<file path="src/rtl/rsti_pkg.sv">
package rsti_pkg;
  typedef enum logic [2:0] {
    ST_IDLE   = 3'd0,
    ST_ACK    = 3'd1,
    ST_DECODE = 3'd2,
    ST_PUSH   = 3'd3,
    ST_JUMP   = 3'd4
  } ctl_state_t;

  localparam int OPC_W = 8;
  localparam int SLOT_SHIFT = 3;
endpackage

</file>
<file path="src/rtl/rsti_enable_ff.sv">
module rsti_enable_ff (
  input  logic clk,
  input  logic rst_n,
  input  logic set_i,
  input  logic clr_i,
  input  logic take_i,
  output logic en_o
);
  always_ff @(posedge clk) begin
    if (!rst_n)              en_o <= 1'b0;
    else if (take_i || clr_i) en_o <= 1'b0;
    else if (set_i)          en_o <= 1'b1;
  end


  take_clears_chk: assert property (@(posedge clk) disable iff (!rst_n)
    take_i |=> !en_o);


  clr_wins_chk: assert property (@(posedge clk) disable iff (!rst_n)
    (clr_i && set_i) |=> !en_o);
endmodule

</file>
<file path="src/rtl/rsti_opcode_dec.sv">
module rsti_opcode_dec #(
  parameter int AW = 16
) (
  input  logic [rsti_pkg::OPC_W-1:0] opcode_i,
  output logic                       ok_o,
  output logic [AW-1:0]              target_o
);
  import rsti_pkg::*;
  localparam int NUM_W = 3;
  localparam int PAD_W = AW - NUM_W - SLOT_SHIFT;

  logic [NUM_W-1:0] slot;

  always_comb begin
    slot     = opcode_i[5:3];
    ok_o     = (opcode_i[7:6] == 2'b11) && (opcode_i[2:0] == 3'b111);
    target_o = {{PAD_W{1'b0}}, slot, {SLOT_SHIFT{1'b0}}};
  end
endmodule

</file>
<file path="src/rtl/rsti_push_ser.sv">
module rsti_push_ser #(
  parameter int AW = 16,
  parameter int BW = 8
) (
  input  logic          clk,
  input  logic          rst_n,
  input  logic          load_i,
  input  logic [AW-1:0] word_i,
  input  logic          ready_i,
  output logic          valid_o,
  output logic [BW-1:0] data_o,
  output logic          done_o
);
  localparam int NB = AW / BW;
  localparam int CW = $clog2(NB + 1);

  logic [AW-1:0] shreg;
  logic [CW-1:0] left;

  always_ff @(posedge clk) begin
    if (!rst_n) begin
      shreg <= '0;
      left  <= '0;
    end else if (load_i) begin
      shreg <= word_i;
      left  <= CW'(NB);
    end else if (valid_o && ready_i) begin
      shreg <= shreg << BW;
      left  <= left - 1'b1;
    end
  end

  always_comb begin
    valid_o = (left != '0);
    data_o  = shreg[AW-1 -: BW];
    done_o  = valid_o && ready_i && (left == CW'(1));
  end


  stall_hold_chk: assert property (@(posedge clk) disable iff (!rst_n)
    (valid_o && !ready_i) |=> (valid_o && $stable(data_o)));
endmodule

</file>
<file path="src/rtl/restart_irq_unit.sv">
module restart_irq_unit #(
  parameter int AW = 16
) (
  input  logic          clk,
  input  logic          rst_n,
  input  logic          ei_cmd,
  input  logic          di_cmd,
  input  logic          irq_req,
  input  logic          irq_sample,
  input  logic [AW-1:0] pc_next,
  input  logic [7:0]    bus_data,
  output logic          irq_ack,
  output logic          push_valid,
  input  logic          push_ready,
  output logic [7:0]    push_data,
  output logic          vec_valid,
  output logic [AW-1:0] vec_addr,
  output logic          opc_err
);
  import rsti_pkg::*;

  ctl_state_t        state, state_nx;
  logic              ie;
  logic              take;
  logic [OPC_W-1:0]  opc_q;
  logic [AW-1:0]     pc_q;
  logic              opc_ok;
  logic              push_done;
  logic              push_load;

  assign take      = (state == ST_IDLE) && irq_sample && irq_req && ie;
  assign push_load = (state == ST_DECODE) && opc_ok;

  rsti_enable_ff u_ie (
    .clk    (clk),
    .rst_n  (rst_n),
    .set_i  (ei_cmd),
    .clr_i  (di_cmd),
    .take_i (take),
    .en_o   (ie)
  );

  rsti_opcode_dec #(.AW(AW)) u_dec (
    .opcode_i (opc_q),
    .ok_o     (opc_ok),
    .target_o (vec_addr)
  );

  rsti_push_ser #(.AW(AW), .BW(8)) u_push (
    .clk     (clk),
    .rst_n   (rst_n),
    .load_i  (push_load),
    .word_i  (pc_q),
    .ready_i (push_ready),
    .valid_o (push_valid),
    .data_o  (push_data),
    .done_o  (push_done)
  );

  always_comb begin
    state_nx = state;
    unique case (state)
      ST_IDLE:   if (take) state_nx = ST_ACK;
      ST_ACK:    state_nx = ST_DECODE;
      ST_DECODE: state_nx = opc_ok ? ST_PUSH : ST_IDLE;
      ST_PUSH:   if (push_done) state_nx = ST_JUMP;
      ST_JUMP:   state_nx = ST_IDLE;
      default:   state_nx = ST_IDLE;
    endcase
  end

  always_ff @(posedge clk) begin
    if (!rst_n) begin
      state <= ST_IDLE;
      opc_q <= '0;
      pc_q  <= '0;
    end else begin
      state <= state_nx;
      if (take)            pc_q  <= pc_next;
      if (state == ST_ACK) opc_q <= bus_data;
    end
  end

  assign irq_ack   = (state == ST_ACK);
  assign opc_err   = (state == ST_DECODE) && !opc_ok;
  assign vec_valid = (state == ST_JUMP);


  ack_single_chk: assert property (@(posedge clk) disable iff (!rst_n)
    irq_ack |=> !irq_ack);


  masked_no_ack_chk: assert property (@(posedge clk) disable iff (!rst_n)
    (!ie && state == ST_IDLE) |=> !irq_ack);


  err_no_call_chk: assert property (@(posedge clk) disable iff (!rst_n)
    opc_err |=> (!push_valid && !vec_valid && !ie));


  vec_after_push_chk: assert property (@(posedge clk) disable iff (!rst_n)
    vec_valid |-> $past(push_valid && push_ready));


  busy_no_ack_chk: assert property (@(posedge clk) disable iff (!rst_n)
    (state == ST_PUSH) |=> !irq_ack);
endmodule

</file>
<file path="config.mk">
export PLATFORM = sky130hd
export DESIGN_NAME = restart_irq_unit
export DESIGN_NICKNAME = d
export VERILOG_FILES = /design/src/rtl/rsti_pkg.sv /design/src/rtl/rsti_enable_ff.sv /design/src/rtl/rsti_opcode_dec.sv /design/src/rtl/rsti_push_ser.sv /design/src/rtl/restart_irq_unit.sv
export SDC_FILE = /design/constraint.sdc
export NUM_CORES = 1
export LEC_CHECK = 0
export CORE_MARGIN = 2
export CORE_UTILIZATION = 47
export CTS_CLUSTER_DIAMETER = 40
export DETAILED_ROUTE_END_ITERATION = 8
export GPL_ROUTABILITY_DRIVEN = 0
export MAX_ROUTING_LAYER = met4
export PLACE_DENSITY = 0.88
export SLEW_MARGIN = 15
export SYNTH_ARGS = -nofsm -noshare
export SYNTH_HDL_FRONTEND = slang
export SYNTH_SLANG_ARGS = --single-unit
</file>
<file path="constraint.sdc">
create_clock -name clk -period 2 [get_ports clk]
set_clock_uncertainty 0.15 [all_clocks]
set_input_delay 0.2 -clock clk [delete_from_list [all_inputs] [get_ports clk]]
set_output_delay 0.2 -clock clk [all_outputs]
set_load 0.01 [all_outputs]
</file>
==> out/metrics.cfg <==
[outcome]
outcome = complete, no violations

[synth]
syn_avg_cell_area_um2 = 8.906
ys_seq_area_share_pct = 43.63
yosysUniqueCellTypes = 33
synth_cells = 237
yosysTopAreaCell = dfxtp_1
synthDominantCellAreaShare_pct = 43.63
ys_warn_count = 0
synth_area_leaders = dfxtp_1 44%, buf_4 8.5%, mux2i_1 7.6%
synth.cell_area_um2 = 2111
synth-seq-cells = 46

[timing]
fin_crit_ps = 1894
period_share_pct = 94.69
tightest_slew_ps = 567.3
hold_violations = 0
max_clock_freq_ghz = 0.5281
finalMaxSlewViolations = 0
fin_tns_setup_ps = 0
relSlewSlack_pct = 62.12
setup_violations = 0
final.setup.worst_slack_ps = 106.2
hold_slack_ps = 291.3
rsz0062_at_grt = false

[placement]
portBuffers = 45
dp_hpwl_um = 2845
pre_cts_ws_ps = 124.7
dpl.cell_count = 311

[floorplanning]
rows = 24
core_area_um2 = 4354
initial_core_util_pct = 48.48
dieArea_um2 = 5043
dieWidth_um = 71.02
io_pins = 59
die_h_um = 71.02

[job]
maxCapViolations = 0

[clock_tree]
cts.sinks = 46
cts_buffers = 5
cts-root-buf = clkbuf_8
clock_latency_ps = 300
clockBufferDepth = 2
cts_max_level = 2
cts_tree = yes
cts.clk_slew.worst_paths_ps = 80

[worst_setup_path]
endpoint_kind = output port
crit_arrival_ps = 1540
cp.required_ps = 1650
start_kind = register
critical_path_class = register to output port
worstPathMaxFanout = 3

[global_route]
antenna_found_initial = 0
grt_pass1_vias = 1461
met1_usage_pct = 22.96
grt_pass1_wl_um = 6872
grt_util_met2_pct = 27.31
overflow = 0
grt_use_total_pct = 18.11
grt_max_degree = 35
grt_busiest_layer = met2
grtUsageMet3_pct = 3.134

[pwr]
powerDensity_nw_per_um2 = 711.1
ir_drop_mv = 0.3845
p_leak_nw = 0.9959

[drt]
wl_per_cell_um = 13.35
drc = 0
ant_nets = 0
drtPass1Iterations = 4
viasPerCell = 5.063
wl_um = 4260
drtIter0Drc = 89
vias = 1615

[hold_path]
worstHoldPathType = input pin to register

[final_layout]
antenna_cells = 0
drive_gt1_share_pct = 10.49
fin_util_pct = 58.59
area_growth_pct = 20.87
finalNetCount = 299
finalNonFillerCells = 319

power breakdown:
part | internal (mW) | switching [mW] | total, mW
clock network | 0.374 | 0.305 | 0.679
registers | 0.928 | 0.00936 | 0.937
logic | 0.102 | 0.0957 | 0.198
total | 1.40 | 0.410 | 1.81
layer usage:
metal / vias to the layer above / routed length (um)
met2: 46 / 2085
met4: 0 / 88
met5: - / 0
li1: 817 / -
met1: 743 / 1909
met3: 9 / 177
cells in the final DEF (no fill, tap or decap), drive strengths merged:
master / instances
dfxtp: 46
clkdlybuf4s50: 44
nand2: 28
nand3: 27
nor2: 18
o21ai: 18
mux2i: 16
conb: 13
a21oi: 9
a211oi: 8
clkbuf: 7
buf: 6
inv: 6
nand2b: 3
nor3: 2
or4: 2
ha: 2
nor3b: 2
nor4: 1
and3b: 1
o21a: 1
or3: 1
a311oi: 1
nor2b: 1
xnor2: 1
o2111a: 1
bufinv: 1
dlymetal6s2s: 1
through the flow:
step | total power [mW] | area, um2
2_1_floorplan | 1.081 | 2156
3_3_place_gp | 1.150 | 2440
3_5_place_dp | 1.155 | 2440
4_1_cts | 1.820 | 2546
5_1_grt | 1.875 | 2551
6_report | 1.814 | 2551
worst paths after layout:
kind,to,from,slack [ps],depth (start not counted)
setup reg to reg,u_push.shreg[14],opc_q[0],260,5
hold reg to reg,u_push.shreg[0],u_push.shreg[0],320,2
hold / removal,pc_q[7],pc_next[7],290,3
setup / recovery,push_valid,u_push.left[0],110,4
critical path, stage by stage (launching register included):
cell and delay [ps]:
dfxtp_1 380, inv_1 60, ha_1 220, inv_1 50
clkdlybuf4s50_1 520
area by class of cell:
class	instances	area, um2
well taps	52	65.06
multi-input cells	156	935.9
fillers	361	1803
inverters	6	22.52
repair buffers	51	498.0
flip-flops and latches	46	923.4
clock buffers	7	76.32
clock inverters	1	30.03
flip-flops by register name, summed over array words and instances, names as in the netlist:
name,count
opc_q,8
pc_q,16
state,3
u_ie.en_o,1
u_push.left,2
u_push.shreg,16
cell families after synthesis:
family                   count (synthesis)  share of synthesized area [%]
AO/OA/AOI/OAI                           38                          12.74
adder cells (fa/ha/maj)                  2                          1.185
other                                    1                         0.1777
flip-flops                              46                          43.63
buffers and inverters                   47                          14.40
XOR/XNOR                                 1                         0.4150
multiplexers                            16                          7.587
AND/OR/NAND/NOR                         86                          19.86
cells in the mapped netlist:
master,count
nor2b_1,1
mux2i_1,16
or4_1,2
buf_6,2
inv_1,5
o2111a_1,1
o21ai_0,1
or3_1,1
xnor2_1,1
nand2b_1,2
and3b_1,1
ha_1,2
nand2b_4,1
nand3_1,27
buf_12,1
nor2_1,18
nor3b_1,2
buf_2,5
conb_1,1
a311oi_2,1
buf_1,3
nor3_1,2
buf_4,24
dfxtp_1,46
a211oi_2,8
a21oi_1,9
o21ai_1,17
o21a_1,1
nand2_2,1
nand2_1,27
nor4_4,1
clkbuf_1,6
inv_2,1
repair_timing:
item / in CTS / in global routing
buffers inserted: 0 / 0
hold buffers: 0 / 0
setup endpoints to repair: 0 / 2
gates resized for setup: 0 / 3
(Power assumes the default switching activity.)
